## src/rtl/dma_regs_pkg.sv

```systemverilog
package dma_regs_pkg;
  localparam int WORD_W = 32;
  localparam int HALF_W = 16;
  localparam int IDX_W  = 4;

  localparam int B_RUN    = 15;
  localparam int B_PAUSE  = 14;
  localparam int B_FLUSH  = 13;
  localparam int B_WAKE   = 12;
  localparam int B_DEAD   = 11;
  localparam int B_ACTIVE = 10;
  localparam int B_BT     = 8;

  localparam logic [HALF_W-1:0] CTRL_WRITABLE = 16'hF0FF;

  localparam logic [IDX_W-1:0] RI_CTRL = 4'd0;
  localparam logic [IDX_W-1:0] RI_STAT = 4'd1;
  localparam logic [IDX_W-1:0] RI_CPTR = 4'd2;
  localparam logic [IDX_W-1:0] RI_ISEL = 4'd3;
  localparam logic [IDX_W-1:0] RI_BSEL = 4'd4;
  localparam logic [IDX_W-1:0] RI_WSEL = 4'd5;
  localparam int SPARE_BASE = 12;
  localparam int NUM_SPARE  = 4;

  typedef struct packed {
    logic             wr_ok;
    logic             rd_ok;
    logic [IDX_W-1:0] idx;
  } acc_t;
endpackage

```

## src/rtl/dma_access_decode.sv

```systemverilog
module dma_access_decode
  import dma_regs_pkg::*;
#(
  parameter int NUM_CH = 4,
  parameter int CH_W   = 2,
  parameter int ADDR_W = 8
) (
  input  logic              bus_wr,
  input  logic              bus_rd,
  input  logic [3:0]        bus_be,
  input  logic [ADDR_W-1:0] bus_addr,
  output acc_t              acc,
  output logic [CH_W-1:0]   ch_sel,
  output logic [NUM_CH-1:0] ch_wr
);
  localparam int CH_LSB = IDX_W + 2;

  logic legal;

  always_comb begin
    ch_sel    = bus_addr[ADDR_W-1:CH_LSB];
    legal     = (bus_be == 4'hF) && (bus_addr[1:0] == 2'b00) &&
                (int'(ch_sel) < NUM_CH);
    acc.wr_ok = bus_wr && legal;
    acc.rd_ok = bus_rd && legal;
    acc.idx   = bus_addr[CH_LSB-1:2];
  end

  for (genvar c = 0; c < NUM_CH; c++) begin : g_hit
    assign ch_wr[c] = acc.wr_ok && (int'(ch_sel) == c);
  end
endmodule

```

## src/rtl/dma_ctrl_update.sv

```systemverilog
module dma_ctrl_update
  import dma_regs_pkg::*;
(
  input  logic [WORD_W-1:0] old_stat,
  input  logic [WORD_W-1:0] ctrl_word,
  output logic [WORD_W-1:0] new_stat,
  output logic              flush_on_stop
);
  logic [HALF_W-1:0] en;
  logic [HALF_W-1:0] val;
  logic [WORD_W-1:0] s;

  always_comb begin
    en  = ctrl_word[WORD_W-1:HALF_W] & CTRL_WRITABLE;
    val = ctrl_word[HALF_W-1:0];
    s   = old_stat;
    s[HALF_W-1:0] = (val & en) | (old_stat[HALF_W-1:0] & ~en);
    if (s[B_WAKE]) s[B_ACTIVE] = 1'b1;
    if (s[B_RUN]) begin
      s[B_ACTIVE] = 1'b1;
      s[B_DEAD]   = 1'b0;
    end
    if (s[B_PAUSE]) s[B_ACTIVE] = 1'b0;
    flush_on_stop = 1'b0;
    if (old_stat[B_RUN] && !s[B_RUN]) begin
      s[B_ACTIVE] = 1'b0;
      s[B_DEAD]   = 1'b0;
      if (s[B_FLUSH]) begin
        flush_on_stop = 1'b1;
        s[B_FLUSH]    = 1'b0;
      end
    end
    new_stat = s;
  end
endmodule

```

## src/rtl/dma_chan_regfile.sv

```systemverilog
module dma_chan_regfile
  import dma_regs_pkg::*;
(
  input  logic              clk,
  input  logic              rst_n,
  input  logic              wr_en,
  input  logic [IDX_W-1:0]  idx,
  input  logic [WORD_W-1:0] wdata,
  output logic [WORD_W-1:0] status_q,
  output logic [WORD_W-1:0] cmd_ptr_q,
  output logic [WORD_W-1:0] rd_word,
  output logic              kick_q,
  output logic              flush_q,
  output logic              fetch_q
);
  logic [WORD_W-1:0] isel_q, bsel_q, wsel_q;
  logic [WORD_W-1:0] spare_q [NUM_SPARE];
  logic [WORD_W-1:0] upd_stat;
  logic              flush_on_stop;
  logic              ctrl_we, stat_we, cptr_we;

  assign ctrl_we = wr_en && (idx == RI_CTRL);
  assign stat_we = wr_en && (idx == RI_STAT);
  assign cptr_we = wr_en && (idx == RI_CPTR);

  dma_ctrl_update u_upd (
    .old_stat      (status_q),
    .ctrl_word     (wdata),
    .new_stat      (upd_stat),
    .flush_on_stop (flush_on_stop)
  );

  always_ff @(posedge clk or negedge rst_n) begin
    if (!rst_n) begin
      status_q  <= '0;
      cmd_ptr_q <= '0;
      isel_q    <= '0;
      bsel_q    <= '0;
      wsel_q    <= '0;
      kick_q    <= 1'b0;
      flush_q   <= 1'b0;
      fetch_q   <= 1'b0;
    end else begin
      kick_q  <= 1'b0;
      flush_q <= 1'b0;
      fetch_q <= 1'b0;
      if (ctrl_we) begin
        status_q <= upd_stat;
        kick_q   <= upd_stat[B_ACTIVE];
        flush_q  <= flush_on_stop | upd_stat[B_FLUSH];
      end else if (stat_we) begin
        status_q <= wdata;
      end
      if (cptr_we && !status_q[B_ACTIVE]) begin
        cmd_ptr_q <= {wdata[WORD_W-1:4], 4'b0000};
        fetch_q   <= 1'b1;
      end
      if (wr_en && idx == RI_ISEL) isel_q <= wdata;
      if (wr_en && idx == RI_BSEL) bsel_q <= wdata;
      if (wr_en && idx == RI_WSEL) wsel_q <= wdata;
    end
  end

  for (genvar k = 0; k < NUM_SPARE; k++) begin : g_spare
    always_ff @(posedge clk or negedge rst_n) begin
      if (!rst_n) spare_q[k] <= '0;
      else if (wr_en && int'(idx) == SPARE_BASE + k) spare_q[k] <= wdata;
    end
  end

  always_comb begin
    rd_word = '0;
    if (idx == RI_STAT)      rd_word = status_q;
    else if (idx == RI_CPTR) rd_word = cmd_ptr_q;
    else if (idx == RI_ISEL) rd_word = isel_q;
    else if (idx == RI_BSEL) rd_word = bsel_q;
    else if (idx == RI_WSEL) rd_word = wsel_q;
    else if (int'(idx) >= SPARE_BASE)
      rd_word = spare_q[int'(idx) - SPARE_BASE];
  end

  // pause written as 1 leaves the channel inactive
  a_r3_pause_wins: assert property (@(posedge clk) disable iff (!rst_n)
    (ctrl_we && wdata[HALF_W+B_PAUSE] && wdata[B_PAUSE]) |=> !status_q[B_ACTIVE]);

  // stopping clears active and dead
  a_r4_stop_clears: assert property (@(posedge clk) disable iff (!rst_n)
    (ctrl_we && status_q[B_RUN] && wdata[HALF_W+B_RUN] && !wdata[B_RUN])
    |=> (!status_q[B_ACTIVE] && !status_q[B_DEAD]));

  // pointer is held while active
  a_r5_ptr_locked: assert property (@(posedge clk) disable iff (!rst_n)
    (cptr_we && status_q[B_ACTIVE]) |=> ($stable(cmd_ptr_q) && !fetch_q));

  // a kick always sees an active channel and follows a control write
  a_r6_kick_active: assert property (@(posedge clk) disable iff (!rst_n)
    kick_q |-> (status_q[B_ACTIVE] && $past(ctrl_we)));
endmodule

```

## src/rtl/dma_chan_regs.sv

```systemverilog
module dma_chan_regs
  import dma_regs_pkg::*;
#(
  parameter int NUM_CH = 4,
  localparam int CH_W   = (NUM_CH > 1) ? $clog2(NUM_CH) : 1,
  localparam int ADDR_W = CH_W + IDX_W + 2
) (
  input  logic                     clk,
  input  logic                     rst_n,
  input  logic                     bus_wr,
  input  logic                     bus_rd,
  input  logic [3:0]               bus_be,
  input  logic [ADDR_W-1:0]        bus_addr,
  input  logic [WORD_W-1:0]        bus_wdata,
  output logic [WORD_W-1:0]        bus_rdata,
  output logic [NUM_CH*WORD_W-1:0] chan_status,
  output logic [NUM_CH*WORD_W-1:0] chan_cmd_ptr,
  output logic [NUM_CH-1:0]        kick,
  output logic [NUM_CH-1:0]        flush_req,
  output logic [NUM_CH-1:0]        fetch_req
);
  acc_t              acc;
  logic [CH_W-1:0]   ch_sel;
  logic [NUM_CH-1:0] ch_wr;
  logic [WORD_W-1:0] rd_words [NUM_CH];
  logic [WORD_W-1:0] rd_pick;

  dma_access_decode #(.NUM_CH(NUM_CH), .CH_W(CH_W), .ADDR_W(ADDR_W)) u_dec (
    .bus_wr   (bus_wr),
    .bus_rd   (bus_rd),
    .bus_be   (bus_be),
    .bus_addr (bus_addr),
    .acc      (acc),
    .ch_sel   (ch_sel),
    .ch_wr    (ch_wr)
  );

  for (genvar c = 0; c < NUM_CH; c++) begin : g_ch
    dma_chan_regfile u_rf (
      .clk       (clk),
      .rst_n     (rst_n),
      .wr_en     (ch_wr[c]),
      .idx       (acc.idx),
      .wdata     (bus_wdata),
      .status_q  (chan_status[c*WORD_W +: WORD_W]),
      .cmd_ptr_q (chan_cmd_ptr[c*WORD_W +: WORD_W]),
      .rd_word   (rd_words[c]),
      .kick_q    (kick[c]),
      .flush_q   (flush_req[c]),
      .fetch_q   (fetch_req[c])
    );
  end

  always_comb begin
    rd_pick = '0;
    for (int c = 0; c < NUM_CH; c++)
      if (int'(ch_sel) == c) rd_pick = rd_words[c];
  end

  always_ff @(posedge clk or negedge rst_n) begin
    if (!rst_n) bus_rdata <= '0;
    else        bus_rdata <= (acc.rd_ok && acc.idx != RI_CTRL) ? rd_pick : '0;
  end

  // an illegal access never reaches any channel
  a_r8_illegal_dropped: assert property (@(posedge clk) disable iff (!rst_n)
    (bus_be != 4'hF || bus_addr[1:0] != 2'b00) |-> (ch_wr == '0));

  // at most one channel is written per access
  a_r9_one_channel: assert property (@(posedge clk) disable iff (!rst_n)
    $onehot0(ch_wr));

  // a read of the control word returns zero
  a_r7_ctrl_reads_zero: assert property (@(posedge clk) disable iff (!rst_n)
    (bus_rd && bus_addr[IDX_W+1:0] == '0) |=> (bus_rdata == '0));
endmodule

```

## config.mk

```make
export PLATFORM = sky130hd
export DESIGN_NAME = dma_chan_regs
export DESIGN_NICKNAME = d
export VERILOG_FILES = /design/src/rtl/dma_regs_pkg.sv /design/src/rtl/dma_access_decode.sv /design/src/rtl/dma_ctrl_update.sv /design/src/rtl/dma_chan_regfile.sv /design/src/rtl/dma_chan_regs.sv
export SDC_FILE = /design/constraint.sdc
export NUM_CORES = 2
export LEC_CHECK = 0
export CORE_AREA = 2 2 296 298
export DETAILED_ROUTE_END_ITERATION = 10
export DIE_AREA = 0 0 298 300
export MAX_ROUTING_LAYER = met4
export PLACE_DENSITY = 0.85
export SKIP_CTS_REPAIR_TIMING = 1
export SYNTH_ARGS = -nofsm -noshare
export SYNTH_HDL_FRONTEND = slang
export SYNTH_SLANG_ARGS = --single-unit
```

## constraint.sdc

```tcl
create_clock -name clk -period 4.3 [get_ports clk]
set_input_delay 1.29 -clock clk [delete_from_list [all_inputs] [get_ports clk]]
set_output_delay 1.29 -clock clk [all_outputs]
set_load 0.005 [all_outputs]
```

==> run metrics <==
core area=0.0862 mm²; Clock Sink Count=1,180; setup ws final=0.734 ns; critical path class=primary input to register; setup TNS=0 ns; vias per cell=7.29; RSZ-0062 raised after global routing=no; clk_lat worst skew=0.71 ns; critical path, cell by cell=clkdlybuf4s50_1 > nand4_1 > nor3_4 > buf_4 > nand4_1 > nor4b_1 > a221o_1; Slew Limit Fails=0; drt drc=0; syn_area_per_cell=13.0 µm²; clock skew=0.0256 ns; Area after DPL=0.0609 mm²; Routed WL=203,000 µm; global-route wire length before repair=295,000 µm; max-cap viol count=0; gr ovfl total=0; worst relative slew slack=0.0395; CP most frequent cell=nand4_1; via total after detailed routing=42,344; Synth Area in Simple Gates=0.0408; Routed Antenna Nets=0; fill cell total of the finished layout=5,205; die span in x=298 µm; Buf+Inv Stages, Crit Path=2; Ys Warns=0; worst-margin pin slew=1.44 ns; Worst setup EP type=register; Area contributors post-synth=dfrtp_1 (54%), mux2_2 (22%), mux4_2 (4.5%); Top Family by Delay on Critical Path=simple AND/OR/NAND/NOR gates; TritonCTS clock tree=yes; Area Growth Syn to Fin=17.9%; grt peak-use layer=met2; Adder-Cell Fraction of Synth Area=0; Critical-path top delay cell=nor4b_1; Post-DP HPWL=133,000 µm; largest family of logic cells by synthesized area=multiplexers; CTS Buffer Depth=3; Std-Cell Rows=108; Placer Congestion=0.998; pre-CTS setup slack=0.160 ns; Tcrit/Tclk final=0.829; Leakage=30.9 nW; Starting DRT DRC Count=6,236; DR pass1 iterations=9; Arr. time, crit path=4.20 ns; met3 Usage GRT=0.172; CTS root buf=clkbuf_16; Final Hold Violating Endpoints=0; Setup violations, final=0; PD cells=359 mW/mm²; CP max stage delay=0.92 ns; initial antenna violation count=19; Post-Synth XOR/XNOR Area=0; compound-cell area share of the yosys netlist=0.101; Yosys cell types=78; Initial Util=0.637; largest net degree at the start of global routing=120; Post-Place Cells=5,577; port buffer count=331; CP Launch Type=primary input; nets@finish=4,586; mux contribution to synthesized area=0.276; share of the synthesized area in the top cell type=0.538; GRT Resource Usage Total=0.467; Fmax=280 MHz; die area=0.0894 mm²; clock buffer count from CTS=114; run status=finished, final reports clean; Period minus WS final=3.57 ns; peak supply drop=0.000341 V; Cells after Synth=4,215; drt wl/cell=34.9 µm; vias in the first global route=43,148; largest area contributor in the synthesized netlist=dfrtp_1; Most used DFF post-synth=dfrtp_1; die height=300 µm; IO Pins=348; CTS H-tree lvls=3; final cell count without fillers=5,808; Hold/Removal Path Class=register to register; Async S/R FF share, synth=1.00; Post-synth EDFFs=0; crit-path max FO=12; met1 usage=0.582; clock slew at reported path FFs=0.07 ns; grt met2 use=0.645; Syn Std Cell Area=0.0549 mm²; Finished Cell Area=0.0648 mm²; post-synthesis sequential area ratio=0.538; #FFs+latches synth=1,180; layout cells sized above 1=0.382; Worst EP required=4.93 ns
==> power by group <==
part	leakage, nW	total (mW)	internal (mW)	switching (mW)
Combinational	12.5	1.70	0.479	1.22
Sequential	16.5	11.2	11.1	0.0355
Clock	1.89	10.4	5.91	4.46
Total	30.9	23.3	17.5	5.72
==> Yosys cell counts (29+ instances only) <==
cell	number
nor2_1	78
nand2_1	242
a22oi_1	33
mux4_2	110
o21ai_0	136
buf_4	77
buf_2	159
dfrtp_1	1180
a221oi_1	48
o22ai_1	171
mux2_2	1058
mux2_1	29
mux2i_1	34
a21oi_1	223
clkbuf_1	181
==> path summary, 6_finish.rpt <==
check / start / end / slack, ns / cells past startpoint
min: g_ch[0].u_rf.spare_q[97] / g_ch[0].u_rf.spare_q[97] / 0.49 / 1
min reg2reg: g_ch[0].u_rf.spare_q[97] / g_ch[0].u_rf.spare_q[97] / 0.49 / 1
min in group asynchronous: rst_n / g_ch[2].u_rf.spare_q[112] / 0.59 / 1
max reg2reg: g_ch[3].u_rf.status_q[10] / g_ch[3].u_rf.cmd_ptr_q[27] / 1.88 / 4
max in group asynchronous: rst_n / g_ch[2].u_rf.cmd_ptr_q[4] / 2.55 / 2
max: bus_be[2] / g_ch[0].u_rf.status_q[10] / 0.73 / 7
==> worst register-to-register path, cell delays in order (launching register included) <==
cell	delay [ns]
dfrtp_1	0.55
buf_4	0.29
or3_2	0.82
buf_12	0.31
mux2_1	0.35
==> stage by stage <==
step                hold WS, ns  total power, mW  utilization
floorplan                 0.453             12.1            -
global placement          0.465             13.0        0.706
detailed placement        0.475             13.0        0.706
CTS                       0.490             23.2        0.750
global route              0.506             23.8        0.751
finish                    0.486             23.3        0.751
==> routing by layer <==
layer  part of all wire  up-vias  wire length (µm)
met5                  0        -                 0
met4              0.076        0             15500
met3               0.15     1011             30400
met2               0.43     3670             86400
met1               0.35    21449             70800
li1                   -    16214                 -
==> final cells by class <==
cell class	count	area (µm²)	area share
inverters	23	86.3	0.00133
well taps	1155	1450	0.0223
clock buffers	166	3370	0.0520
clock inverters	43	482	0.00744
repair buffers	652	6550	0.101
diodes	22	55.1	0.000850
flip-flops and latches	1180	29500	0.456
multi-input cells	2567	23200	0.359
==> cells in the final DEF, fill, tap and decap left out, types with 17 or more instances in the layout <==
cell type        count
mux2_1              29
nand3_1             17
a22o_1              22
clkbuf_16          115
a21oi_1            223
mux2_2            1058
inv_1               18
nand2b_1            19
o221ai_1            20
a221oi_1            48
mux4_2             110
a22oi_1             33
o22a_1              19
dfrtp_1           1180
clkinv_2            22
clkbuf_8            31
buf_12              67
clkbuf_1            21
nand2_1            236
buf_4              255
mux2i_1             34
o22ai_1            171
o21ai_0            135
nor2_1              54
nor2_4              30
clkdlybuf4s50_1    322
diode_2             22
==> cells by family after synthesis <==
logic type	Yosys count
flops	1180
compound gates	844
buf+inv	483
simple gates	472
other cells	1
mux	1235
==> sequential cells by signal, indices dropped and copies added (netlist names), named ones only <==
name                 flops
g_ch.u_rf.status_q      96
bus_rdata               32
g_ch.u_rf.flush_q        4
g_ch.u_rf.spare_q      512
g_ch.u_rf.bsel_q       128
g_ch.u_rf.isel_q       128
g_ch.u_rf.fetch_q        4
g_ch.u_rf.wsel_q       128
g_ch.u_rf.kick_q         4
g_ch.u_rf.cmd_ptr_q    112
No activity file was read; power rests on OpenSTA's default activity.
